[src/rtl/ctl_regbank_pkg.sv]
package ctl_regbank_pkg;
  localparam int DW      = 8;
  localparam int NCFG    = 4;
  localparam int NPIN    = 3;
  localparam int A_ID    = 0;
  localparam int A_FLT   = 1;
  localparam int A_STS   = 2;
  localparam int A_STS2  = 3;
  localparam int A_CMD   = 8;
  localparam int A_OVR   = 9;
  localparam int A_CFG0  = 10;
  localparam logic [1:0] KEY_CODE = 2'b10;
  localparam logic [1:0] KEY_RST  = 2'b01;
  localparam logic [DW-1:0] OVR_RST  = 8'h0C;
  localparam logic [DW-1:0] OVR_MASK = 8'h0F;

  function automatic logic [DW-1:0] cfg_mask(input int i);
    case (i)
      0:       return 8'hFF;
      1:       return 8'hEF;
      default: return 8'hDF;
    endcase
  endfunction

  function automatic logic [DW-1:0] cfg_rst(input int i);
    case (i)
      0:       return 8'h10;
      1:       return 8'h00;
      2:       return 8'h40;
      default: return 8'h04;
    endcase
  endfunction

  function automatic logic addr_ok(input int a);
    return (a <= A_STS2) || ((a >= A_CMD) && (a < A_CFG0 + NCFG));
  endfunction
endpackage

[src/rtl/ctl_lock_ctrl.sv]
module ctl_lock_ctrl
  import ctl_regbank_pkg::*;
(
  input  logic       clk,
  input  logic       rst,
  input  logic       cmd_we,
  input  logic       clr_d,
  input  logic [1:0] in_key_d,
  input  logic [1:0] cfg_key_d,
  output logic [1:0] in_key,
  output logic [1:0] cfg_key,
  output logic       ovr_open,
  output logic       cfg_shut,
  output logic       clr_pulse
);
  always_ff @(posedge clk) begin
    if (rst) begin
      in_key  <= KEY_RST;
      cfg_key <= KEY_RST;
    end else if (cmd_we) begin
      in_key  <= in_key_d;
      cfg_key <= cfg_key_d;
    end
  end

  assign ovr_open  = (in_key == KEY_CODE);
  assign cfg_shut  = (cfg_key == KEY_CODE);
  assign clr_pulse = cmd_we & clr_d;


  in_key_close_chk: assert property (@(posedge clk) disable iff (rst)
    (cmd_we && in_key_d != KEY_CODE) |=> !ovr_open);

  in_key_open_chk: assert property (@(posedge clk) disable iff (rst)
    (cmd_we && in_key_d == KEY_CODE) |=> ovr_open);
endmodule

[src/rtl/ctl_cfg_store.sv]
module ctl_cfg_store
  import ctl_regbank_pkg::*;
#(
  parameter int N_WORDS = NCFG,
  parameter int W       = DW,
  localparam int IW     = (N_WORDS > 1) ? $clog2(N_WORDS) : 1
) (
  input  logic               clk,
  input  logic               rst,
  input  logic               we,
  input  logic [IW-1:0]      idx,
  input  logic [W-1:0]       wdata,
  input  logic               shut,
  output logic [N_WORDS*W-1:0] flat
);
  logic [W-1:0] words [N_WORDS];

  for (genvar g = 0; g < N_WORDS; g++) begin : g_word
    always_ff @(posedge clk) begin
      if (rst)
        words[g] <= cfg_rst(g);
      else if (we && !shut && (int'(idx) == g))
        words[g] <= wdata & cfg_mask(g);
    end
    assign flat[g*W +: W] = words[g];
  end


  cfg_frozen_chk: assert property (@(posedge clk) disable iff (rst)
    shut |=> $stable(flat));
endmodule

[src/rtl/ctl_pin_merge.sv]
module ctl_pin_merge #(
  parameter int N = 3,
  parameter logic [N-1:0] RST_VAL = 3'b100
) (
  input  logic         clk,
  input  logic         rst,
  input  logic         open,
  input  logic [N-1:0] pins,
  input  logic [N-1:0] ovr,
  input  logic [N-1:0] sel_and,
  output logic [N-1:0] eff
);
  for (genvar b = 0; b < N; b++) begin : g_bit
    logic comb_v;
    always_comb begin
      if (!open)
        comb_v = pins[b];
      else if (sel_and[b])
        comb_v = pins[b] & ovr[b];
      else
        comb_v = pins[b] | ovr[b];
    end
    always_ff @(posedge clk) begin
      if (rst) eff[b] <= RST_VAL[b];
      else     eff[b] <= comb_v;
    end
  end


  closed_passthru_chk: assert property (@(posedge clk) disable iff (rst)
    !open |=> eff == $past(pins));
endmodule

[src/rtl/ctl_regbank.sv]
module ctl_regbank
  import ctl_regbank_pkg::*;
#(
  parameter int ADDR_W = 6,
  parameter logic [7:0] DEV_ID = 8'h3C,
  localparam int CIW = $clog2(NCFG)
) (
  input  logic              clk,
  input  logic              rst,
  input  logic [ADDR_W-1:0] acc_addr,
  input  logic [7:0]        acc_wdata,
  input  logic              acc_wr,
  input  logic              acc_rd,
  output logic [7:0]        acc_rdata,
  input  logic [6:0]        flt_in,
  input  logic [7:0]        sts_in,
  input  logic              olp_in,
  input  logic [2:0]        pin_in,
  output logic [2:0]        eff_out,
  output logic [NCFG*8-1:0] cfg_flat
);
  int unsigned a_int;
  logic        a_ok, is_cmd, is_ovr, is_cfg;
  logic        acc_err;
  logic [1:0]  in_key, cfg_key;
  logic        ovr_open, cfg_shut, clr_pulse;
  logic [7:0]  ovr_q;
  logic [ADDR_W-1:0] cfg_off;
  logic [CIW-1:0]    cfg_idx;
  logic [7:0]  rd_word;
  logic [7:0]  cfg_w [NCFG];

  assign a_int   = int'(acc_addr);
  assign a_ok    = addr_ok(a_int);
  assign is_cmd  = (a_int == A_CMD);
  assign is_ovr  = (a_int == A_OVR);
  assign is_cfg  = (a_int >= A_CFG0) && (a_int < A_CFG0 + NCFG);
  assign cfg_off = acc_addr - ADDR_W'(A_CFG0);
  assign cfg_idx = cfg_off[CIW-1:0];

  ctl_lock_ctrl u_lock (
    .clk(clk), .rst(rst),
    .cmd_we(acc_wr && is_cmd),
    .clr_d(acc_wdata[7]),
    .in_key_d(acc_wdata[4:3]),
    .cfg_key_d(acc_wdata[1:0]),
    .in_key(in_key), .cfg_key(cfg_key),
    .ovr_open(ovr_open), .cfg_shut(cfg_shut),
    .clr_pulse(clr_pulse)
  );

  ctl_cfg_store #(.N_WORDS(NCFG), .W(8)) u_cfg (
    .clk(clk), .rst(rst),
    .we(acc_wr && is_cfg),
    .idx(cfg_idx),
    .wdata(acc_wdata),
    .shut(cfg_shut),
    .flat(cfg_flat)
  );

  for (genvar g = 0; g < NCFG; g++) begin : g_unpack
    assign cfg_w[g] = cfg_flat[g*8 +: 8];
  end

  ctl_pin_merge #(.N(NPIN), .RST_VAL(3'b100)) u_merge (
    .clk(clk), .rst(rst),
    .open(ovr_open),
    .pins(pin_in),
    .ovr({ovr_q[3], ovr_q[1], ovr_q[0]}),
    .sel_and(cfg_w[NCFG-1][2:0]),
    .eff(eff_out)
  );

  always_ff @(posedge clk) begin
    if (rst)
      ovr_q <= OVR_RST;
    else if (acc_wr && is_ovr)
      ovr_q <= acc_wdata & OVR_MASK;
  end

  always_ff @(posedge clk) begin
    if (rst)
      acc_err <= 1'b0;
    else if ((acc_wr || acc_rd) && !a_ok)
      acc_err <= 1'b1;
    else if (clr_pulse)
      acc_err <= 1'b0;
  end

  always_comb begin
    rd_word = 8'h00;
    if (a_int == A_ID)        rd_word = DEV_ID;
    else if (a_int == A_FLT)  rd_word = {acc_err, flt_in};
    else if (a_int == A_STS)  rd_word = sts_in;
    else if (a_int == A_STS2) rd_word = {pin_in[2], 2'b00, sts_in[4], 3'b000, olp_in};
    else if (is_cmd)          rd_word = {3'b000, in_key, 1'b0, cfg_key};
    else if (is_ovr)          rd_word = ovr_q;
    else if (is_cfg)          rd_word = cfg_w[cfg_idx];
  end

  always_ff @(posedge clk) begin
    if (rst)         acc_rdata <= 8'h00;
    else if (acc_rd) acc_rdata <= rd_word;
  end


  bad_addr_flag_chk: assert property (@(posedge clk) disable iff (rst)
    ((acc_wr || acc_rd) && !a_ok) |=> acc_err);

  bad_addr_zero_chk: assert property (@(posedge clk) disable iff (rst)
    (acc_rd && !a_ok) |=> acc_rdata == 8'h00);

  cmd_spare_zero_chk: assert property (@(posedge clk) disable iff (rst)
    (acc_rd && is_cmd) |=> (acc_rdata & 8'hE4) == 8'h00);

  rdata_hold_chk: assert property (@(posedge clk) disable iff (rst)
    !acc_rd |=> $stable(acc_rdata));
endmodule

[config.mk]
export PLATFORM = sky130hd
export DESIGN_NAME = ctl_regbank
export DESIGN_NICKNAME = d
export VERILOG_FILES = /design/src/rtl/ctl_regbank_pkg.sv /design/src/rtl/ctl_lock_ctrl.sv /design/src/rtl/ctl_cfg_store.sv /design/src/rtl/ctl_pin_merge.sv /design/src/rtl/ctl_regbank.sv
export SDC_FILE = /design/constraint.sdc
export NUM_CORES = 1
export LEC_CHECK = 0
export BUFFER_PORTS_ARGS = -buffer_cell sky130_fd_sc_hd__clkbuf_2
export CORE_MARGIN = 10
export CORE_UTILIZATION = 52
export DETAILED_ROUTE_END_ITERATION = 10
export GPL_ROUTABILITY_DRIVEN = 0
export PLACE_DENSITY_LB_ADDON = 0.15
export SLEW_MARGIN = 10
export SYNTH_ARGS = -nofsm -noshare
export SYNTH_HDL_FRONTEND = slang
export SYNTH_HIERARCHICAL = 1
export SYNTH_SLANG_ARGS = --single-unit
export TNS_END_PERCENT = 100
[constraint.sdc]
create_clock -name clk -period 2.1 [get_ports clk]
set_clock_uncertainty 0.05 [all_clocks]
set_input_delay 0.21 -clock clk [delete_from_list [all_inputs] [get_ports clk]]
set_output_delay 0.21 -clock clk [all_outputs]
set_load 0.005 [all_outputs]
Word level (Yosys, flattened, before mapping). Memories as Yosys holds them, arrays and structs flattened. Index checks and enable logic that the tools add are counted.

Bits in registers: 20. RAM bits: 32. Bits of input ports: 37. Memories kept: 1.

$add $sub $neg: 1. Magnitude comparators: 6. Equality and inequality tests: 10. Mux-type cells: 36. Bitwise operators: 12. Reduce and logical (&&, ||, !) cells: 18.

Memory list: u_cfg.words (words 4, bits a word 8, read ports 4, clocked after Yosys merged registers in 0, wr ports 4, line ctl_cfg_store.sv:16) `logic [W-1:0] words [N_WORDS];`.

Operators with widths (count): 2-to-1 mux 8 bit (13); zero test 32 bit (1); 2-to-1 mux 1 bit (22); binary-select mux 8 bit (select 2 bit) (1); equality test 6 x 2 -> 1 bit, second input constant (2); equality test 6 x 4 -> 1 bit, second input constant (2); >= comparator 6 x 4 -> 1 bit, second input constant (2); < comparator 6 x 4 -> 1 bit, second input constant (2); logical AND 1 bit (11); equality test 2 bit, second input constant (4); OR 1 bit (7); equality test 6 x 1 -> 1 bit, second input constant (1); less-or-equal comparator 6 x 2 -> 1 bit, second input constant (1); AND 1 bit (4); >= comparator 3 bit, second input constant (1); inverter 2 -> 3 bit (1); equality test 2 x 1 -> 1 bit, second input constant (1); zero test 1 bit (2); zero test 2 bit (1); logical OR 1 bit (2); nonzero test 2 bit (1); subtractor 2 bit, second input constant (1).

Longest topological paths before layout. Gate-level depths: netlist of run 1.

Depth in word-level cells: 12. Depth in mapped cells: 8. Mapped depth without buffers: 6.

Cells and area by module. The synthesis of run 1 kept the hierarchy.

By module, submodules not included: ctl_cfg_store (instances 1, cells each 75, area an instance 1212.4 µm², seq. area each 870.8 µm²); ctl_regbank (instances 1, cells each 141, area an instance 1154.9 µm², seq. area each 260.2 µm²); ctl_lock_ctrl (instances 1, cells each 16, area an instance 173.9 µm², seq. area each 80.1 µm²); ctl_pin_merge (instances 1, cells each 18, area an instance 135.1 µm², seq. area each 60.1 µm²).

Least setup slack after synthesis of run 1. No wires, ideal clock.

Path type: input port to flip-flop. From: input port acc_addr[2]. To: memory u_cfg.words[0][0], enable pin. Setup time: 326 ps. Arrival time: 1530 ps. Path slack: 194 ps. Stages: 7. Buffers on the path: 2. Path through: xor2_1 -> and3_1 -> clkbuf_1 -> and2_1 -> nor3b_4 -> buf_6 -> a21o_1.

RTL lines: start: declaration (line ctl_regbank.sv:10) `input logic [ADDR_W-1:0] acc_addr,`; end: declaration (line ctl_cfg_store.sv:16).

==> results.md, run 1 <==
- Outcome: completed
- Fill cell count: 423
- Buffers on Ports: 76
- Clk pin slew, worst setup/hold paths: 90 ps
- Reg2reg setup slack: between 500 and 600 ps
- Final Hold Fails: 0
- Critical path launch point type: flip-flop
- Hold Crit Class: in -> reg
- Mapped Area: 2676 um^2
- Number of synthesized flops with an enable pin: 29
- Most used DFF post-synth: edfxtp_1
- Layout cell share with drive strength beyond 1: 36.89%
- Buffers & Inverters on Critical Path: 1
- First drt pass iteration count: 4
- Final min period: approximately 1600 ps
- Family with the most delay on the worst path: simple AND/OR/NAND/NOR gates
- Maximum vdd drop: between 0.0004 and 0.0005 V
- Longest Clk Path Bufs: 2
- Insertion delay to the later sink of the worst-skew pair: ~300 ps
- Via count: 2181
- GRT overflow: 0
- DP Cell Count: 390
- Hold-fix buffers, CTS: 0
- Top Ports: 80
- Avg Inst Size Synth: 10.71 um^2
- Leakage Power: 1.423 nW
- Final worst-path cycle share: 74.83%
- Die width: between 90 and 100 um
- Crit-path cells: nor2b_1 > and3b_2 > buf_4 > and3_2
- CP max FO: 14
- Slew Limit Fails: 0
- Clk sink count: 49
- Initial antenna violation count: 0
- Post-CTS Setup Inserts: 0
- Initial DRC count: 174
- Crit path depth: 4
- Worst Min Path Start: pin_in[1]
- GRT met1 Usage: 21.51%
- Post-Route WL: 7278 um
- Slowest stage delay, CP: 370 ps
- Largest net degree at the start of global routing: 19
- Hold endpoint: u_merge/eff[1]$_SDFF_PP0_
- TritonCTS buffer count: 5
- Asr flop ratio synth: 0%
- Final Cell Area: 3189 um^2
- Area grow syn2layout: 19.17%
- Total Routing Usage GR: around 17%
- Req. time, crit path: 2110 ps
- DIE HEIGHT: 91.74 um
- Row count: 26
- Worst r2r dst: u_cfg/words[1][11]$_SDFFCE_PN0P_
- PD cells: roughly 600 nW/um^2
- Die Area: 8416 um^2
- Antenna Nets Post-Route: 0
- DP Wirelength: 5527 um
- Worst rel slew slack: 65.35%
- Instance count of the mapped netlist: 250
- Max-cap violations: 0
- Resized cells post-CTS: 0
- Via density: 5.480
- WS Path Type: reg -> reg
- Worst R2R Path Depth: 4
- Worst r2r src: u_lock/cfg_key[1]$_SDFFE_PP0P_
- Vias in the first global route: roughly 2200
- Final std cells w/o fill: 398
- Arr. time, crit path: 1580 ps
- DRC: 0
- Yosys warns: 6
- Area post-placement: just over 3000 um^2
- Final Core Density: 63.25%
- Nets: 364
- Final setup TNS: 0 ps
- # setup viols final: 0
- CTS tree: done
- Worst slew pin tran: 519.2 ps
- CP Capture Type: flip-flop
- Root buf cell: clkbuf_8
- Initial Util: 53.08%
- Hold depth: 3
- First-pass GRT wire length: roughly 12000 um
- M2 GR Usage: 28.50%
- H-tree depth: 2
- Yosys reg bits: 49
- Max Clock Freq: 636.3 MHz
- RSZ-0062 raised after global routing: no
- DR WL/cell: around 18 um
- Slowest CP cell: dfxtp_1
- Yosys cell types: 55
- Register area share after synthesis: 47.50%
- M3 GR Usage: 4.727%
- Total core area: 5042 um^2
- Ant. Diodes: 0
- GR peak layer: met2
worst register-to-register path, stage by stage (launching register included):
cell     delay (ps)
dfxtp_1         370
nor2b_1         270
and3b_2         260
buf_4           180
and3_2          200
cell usage in the layout (no fill, tap or decap), types with 3 or more instances in the layout:
master     n
and3_1    24
o22ai_1    3
clkbuf_8   5
nand2_1   20
nor2b_1   11
mux2i_1    7
clkbuf_2  76
o21ai_0    9
and3_2     5
mux4_2     7
a21o_1     4
a21oi_1   12
buf_4     10
dfxtp_1   20
o21ai_1    3
a211o_1    3
conb_1     3
nand3b_1   3
nor2_1    16
inv_1      9
nand2b_1   4
edfxtp_1  29
nor3_1     4
layer usage:
metal | wire (um) | share of wire (%) | up-vias
li1 | - | - | 1060
met3 | 484 | 6.7 | 10
met2 | 3614 | 50 | 78
met4 | 87 | 1.2 | 0
met1 | 3091 | 42 | 1033
met5 | 0 | 0 | -
kinds of logic (layout without fill, tap and decap cells):
logic type / Yosys count / in the layout / share of synthesized area, %
simple gates: 106 / 106 / 23.80
mux: 15 / 15 / 8.929
compound gates: 50 / 50 / 12.76
other cells: 1 / 3 / 0.1401
xor+xnor: 1 / 1 / 0.3273
buf+inv: 28 / 104 / 6.545
flops: 49 / 49 / 47.50
cell type report:
class                           count  area, um^2  share of cell area (%)
Timing Repair Buffer               87       475.5                   14.91
Clock buffer                        7       76.32                   2.393
Clock inverter                      1       7.507                  0.2354
Tap cell                           70       87.58                   2.746
Inverter                            9       33.78                   1.059
Multi-Input combinational cell    175        1237                   38.80
Sequential cell                    49        1271                   39.86
power by group:
group | internal (mW) | switching, mW
clock network | 0.236 | 0.307
logic | 0.129 | 0.158
registers | 1.06 | 0.0262
flip-flops by register name (all words and copies together), names as in the netlist:
register,flops
ovr_q,4
u_lock/in_key,2
acc_rdata,8
acc_err,1
u_cfg/words,29
u_merge/eff,3
u_lock/cfg_key,2
metrics by stage:
| stage | hold WS (ps) | setup WS [ps] | total power, mW |
|---|---|---|---|
| after CTS | 76.51 | 532.3 | 1.930 |
| after global routing | 75.20 | 454.4 | 2.007 |
| after global placement | 390.8 | 291.0 | 1.392 |
| after floorplan | 229.1 | 193.9 | 1.254 |
| after detailed placement | 399.3 | 259.1 | 1.394 |
| final | 86.38 | 528.5 | 1.915 |
how the worst max path moves through the flow:
stage / slack (ps) / from / end
finish: 530 / u_lock/cfg_key[1]$_SDFFE_PP0P_ / u_cfg/words[1][11]$_SDFFCE_PN0P_
global route: 450 / u_lock/cfg_key[1]$_SDFFE_PP0P_ / u_cfg/words[1][9]$_SDFFCE_PN0P_
CTS: 530 / u_lock/cfg_key[1]$_SDFFE_PP0P_ / u_cfg/words[0][8]$_SDFFCE_PN0P_
detailed placement: 260 / acc_addr[2] / u_cfg/words[0][6]$_SDFFCE_PN0P_
global placement: 290 / acc_addr[2] / acc_err$_SDFFE_PP0P_
floorplan: 190 / acc_addr[2] / u_cfg/words[0][0]$_SDFFCE_PN0P_
synthesized netlist by cell type, types with 2 or more instances:
cell       n  area [um^2]
o211ai_1   2        15.01
clkbuf_1   3        11.26
nand2_1   20        75.07
and2_1     2        12.51
buf_6      6        67.56
nand2b_1   4        25.02
a211o_1    3        26.28
mux2i_1    7        70.07
nor4_1     2        12.51
and3_2     5        37.54
a32oi_1    2        17.52
and3_1    24        150.1
or3_1      2        12.51
a21oi_1   12        60.06
mux4_2     7        157.7
o21ai_1    3        15.01
nor2_1    16        60.06
nor2b_2    2        17.52
edfxtp_1  29        870.8
o21ai_0    9        45.04
o22ai_1    3        18.77
nor3_1     4        20.02
dfxtp_1   20        400.4
nor2b_1   11        68.82
a21o_1     4        30.03
buf_4      5        37.54
inv_1      9        33.78
nand3b_1   3        22.52
buf_2      5        25.02
No activity file was read; power rests on OpenSTA's default activity.
==> run 2: changes to the inputs <==
--- a/config.mk
+++ b/config.mk
@@ -5,9 +5,10 @@
 export SDC_FILE = /design/constraint.sdc
 export NUM_CORES = 1
 export LEC_CHECK = 0
+export ABC_AREA = 1
 export BUFFER_PORTS_ARGS = -buffer_cell sky130_fd_sc_hd__clkbuf_2
 export CORE_MARGIN = 10
-export CORE_UTILIZATION = 52
+export CORE_UTILIZATION = 51
 export DETAILED_ROUTE_END_ITERATION = 10
 export GPL_ROUTABILITY_DRIVEN = 0
 export PLACE_DENSITY_LB_ADDON = 0.15
==> constraint.sdc (replaced) <==
create_clock -name clk -period 1.47 [get_ports clk]
set_clock_uncertainty 0.05 [all_clocks]
set_input_delay 0.147 -clock clk [delete_from_list [all_inputs] [get_ports clk]]
set_output_delay 0.147 -clock clk [all_outputs]
set_load 0.005 [all_outputs]
==> results.md, run 2 <==
- DIE HEIGHT: 91.71 um (about the same)
- Die Area: 8411 um^2 (about the same)
- Tot Pwr: 3.004 mW (+57%)
- TritonCTS buffer count: 5 (unchanged)
- Final worst-path cycle share: 95.17%
- Mapped Area: 2623 um^2 (-2.0%)
- Maximum vdd drop: 0.0004919 V (+23%)
- Instance count of the mapped netlist: 331 (+32%)
- CP Capture Type: flip-flop
- Ant. Diodes: 0 (unchanged)
- Via density: 5.060 (-7.7%)
- Final Core Density: 68.14% (+4.9 points)
- Max Clock Freq: 714.8 MHz
- Main combinational cell family by area after synthesis: simple AND/OR/NAND/NOR gates
- Root buf cell: clkbuf_8
- Die width: 91.71 um (about the same)
- Post-synthesis adder-cell area fraction: 0% (unchanged)
- Antenna Nets Post-Route: 0 (unchanged)
- Post-Synth XOR/XNOR Area: 0% (-0.33 points)
- Longest Clk Path Bufs: 2 (unchanged)
- Hold-fix buffers, CTS: 0 (unchanged)
- Post-CTS Setup Inserts: 0 (unchanged)
- Most used DFF post-synth: edfxtp_1
- PD cells: 874.4 nW/um^2 (+46%)
- Vias in the first global route: 2598 (+16%)
- Leakage Power: 1.631 nW (+15%)
- Initial antenna violation count: 0 (unchanged)
- Yosys cell types: 30 (-45%)
- First drt pass iteration count: 5 (+1)
- DR WL/cell: 15.98 um (-13%)
- Asr flop ratio synth: 0% (unchanged)
- Largest Register: u_cfg/words
- Largest registers: u_cfg/words x29, acc_rdata x8, ovr_q x4
- Outcome: completed
- Most frequent cells in the layout: nand2_1, clkbuf_2, nor2_1
- Resized cells post-CTS: 0 (unchanged)
- Total core area: 5042 um^2 (unchanged)
- Clk sink count: 49 (unchanged)
- Worst R2R Path Depth: 7 (+3)
- Top post-synthesis cells by count: nand2_1, nor2_1, inv_1, edfxtp_1, dfxtp_1
- Layout cell share with drive strength beyond 1: 36.34% (-0.55 points)
- WS Path Type: in -> reg
- # setup viols final: 0 (unchanged)
- Hold Crit Class: in -> reg
- Commonest non-fill, non-tap cell in the layout: nand2_1
- Register area share after synthesis: 48.47% (+0.97 points)
- Yosys warns: 6 (unchanged)
- First-pass GRT wire length: 13030 um (+12%)
- H-tree depth: 2 (unchanged)
- Buffers on Ports: 76 (unchanged)
- Final Hold Fails: 0 (unchanged)
- Row count: 26 (unchanged)
- Fill cell count: 456 (+7.8%)
- Synth Area in Compound Gates: 7.300% (-5.5 points)
- Largest net degree at the start of global routing: 16 (-3)
- Arr. time, crit path: 1510 ps (-70 ps)
- Max-cap violations: 0 (unchanged)
- Number of synthesized flops with an enable pin: 29 (unchanged)
- CTS tree: done
- Post-synthesis simple-gate area fraction: 34.30% (+11 points)
- Req. time, crit path: 1590 ps (-520 ps)
- Multiplexer share of the synthesized area: 0% (-8.9 points)
- GRT overflow: 0 (unchanged)
- Final Cell Area: 3436 um^2 (+7.7%)
- Post-Route WL: 8022 um (+10%)
- Area post-placement: 3266 um^2 (+5.2%)
- Fin Hold WS: 43.05 ps (-43.34 ps)
- Total Routing Usage GR: 19.24% (+2.0 points)
- Top Ports: 80 (unchanged)
- Final setup TNS: 0 ps (unchanged)
- Nets: 468 (+29%)
- Slew Limit Fails: 0 (unchanged)
- Largest register FFs: 29 (unchanged)
- DRC: 0 (unchanged)
- Clk pin slew, worst setup/hold paths: 90 ps (about the same)
- Yosys top cell by area: edfxtp_1
- Synth area leaders: edfxtp_1, dfxtp_1, nand2_1, nor2_1, inv_1
- Most common cell in the netlist: nand2_1
- CP max FO: 6 (-8)
- Critical path launch point type: primary input
- Initial Util: 52.01% (-1.1 points)
- Avg Inst Size Synth: 7.923 um^2 (-26%)
- DP Wirelength: 6378 um (+15%)
- Hold depth: 3 (unchanged)
- Insertion delay to the later sink of the worst-skew pair: 300 ps (about the same)
- Area grow syn2layout: 31.01%
- Top cell type's share of synthesized area: 33.21% (+0.67 points)
- Yosys reg bits: 49 (unchanged)
- Via count: 2540 (+16%)
- Initial DRC count: 221 (+27%)
- Final min period: 1399 ps
run 2: path summary, 6_finish.rpt:
check                            startpoint                               to  slack (ps)
max reg2reg  u_lock/cfg_key[1]$_SDFFE_PP0P_  u_cfg/words[1][0]$_SDFFCE_PN0P_          90
min reg2reg       acc_rdata[7]$_SDFFE_PP0P_        acc_rdata[7]$_SDFFE_PP0P_         420
min                            acc_wdata[2]            ovr_q[2]$_SDFFE_PP1P_          40
max                             acc_addr[4]  u_cfg/words[1][0]$_SDFFCE_PN0P_          70
run 2: area by class of cell:
type                            instances  area, um^2  area share, %
Sequential cell                        49        1271          37.00
Multi-Input combinational cell        228        1180          34.34
Timing Repair Buffer                   99       605.6          17.63
Inverter                               48       183.9          5.353
Tap cell                               70       87.58          2.549
Clock buffer                            6       72.57          2.112
Clock inverter                          2       35.03          1.020
run 2: metrics by stage:
step	instances	setup slack (ps)
final	502	71.00
after global routing	502	-5.505
after CTS	501	79.96
after detailed placement	493	-227.7
after global placement	493	-229.7
after floorplan	333	-198.6
run 2: power breakdown:
part	internal, mW	switching [mW]	leakage (nW)
combinational	0.200	0.282	1.13
sequential	1.52	0.0530	0.442
clock	0.505	0.442	0.0552
run 2: critical path, stage by stage:
cell      delay [ps]
clkbuf_2         100
nor2_4           150
nand3_2          100
nand2_2           70
and2_4           140
inv_2             30
nor2_1            70
inv_1             70
nor2_4           150
buf_12           150
buf_6            100
nand3_4          100
nor2_1           130
run 2: cell families (layout without fill, tap and decap cells):
| logic type | after synthesis | after routing |
|---|---|---|
| flip-flops | 49 | 49 |
| AND/OR/NAND/NOR | 193 | 193 |
| other | 1 | 3 |
| buffers and inverters | 56 | 155 |
| AO/OA/AOI/OAI | 32 | 32 |
run 2: layer usage:
metal | vias up | part of all wire (%) | global-route usage (%)
li1 | 1259 | - | -
met1 | 1160 | 44 | 24.62
met2 | 109 | 47 | 31.64
met3 | 12 | 7.6 | 4.727
met4 | 0 | 1.4 | 5.270
met5 | - | 0 | 0
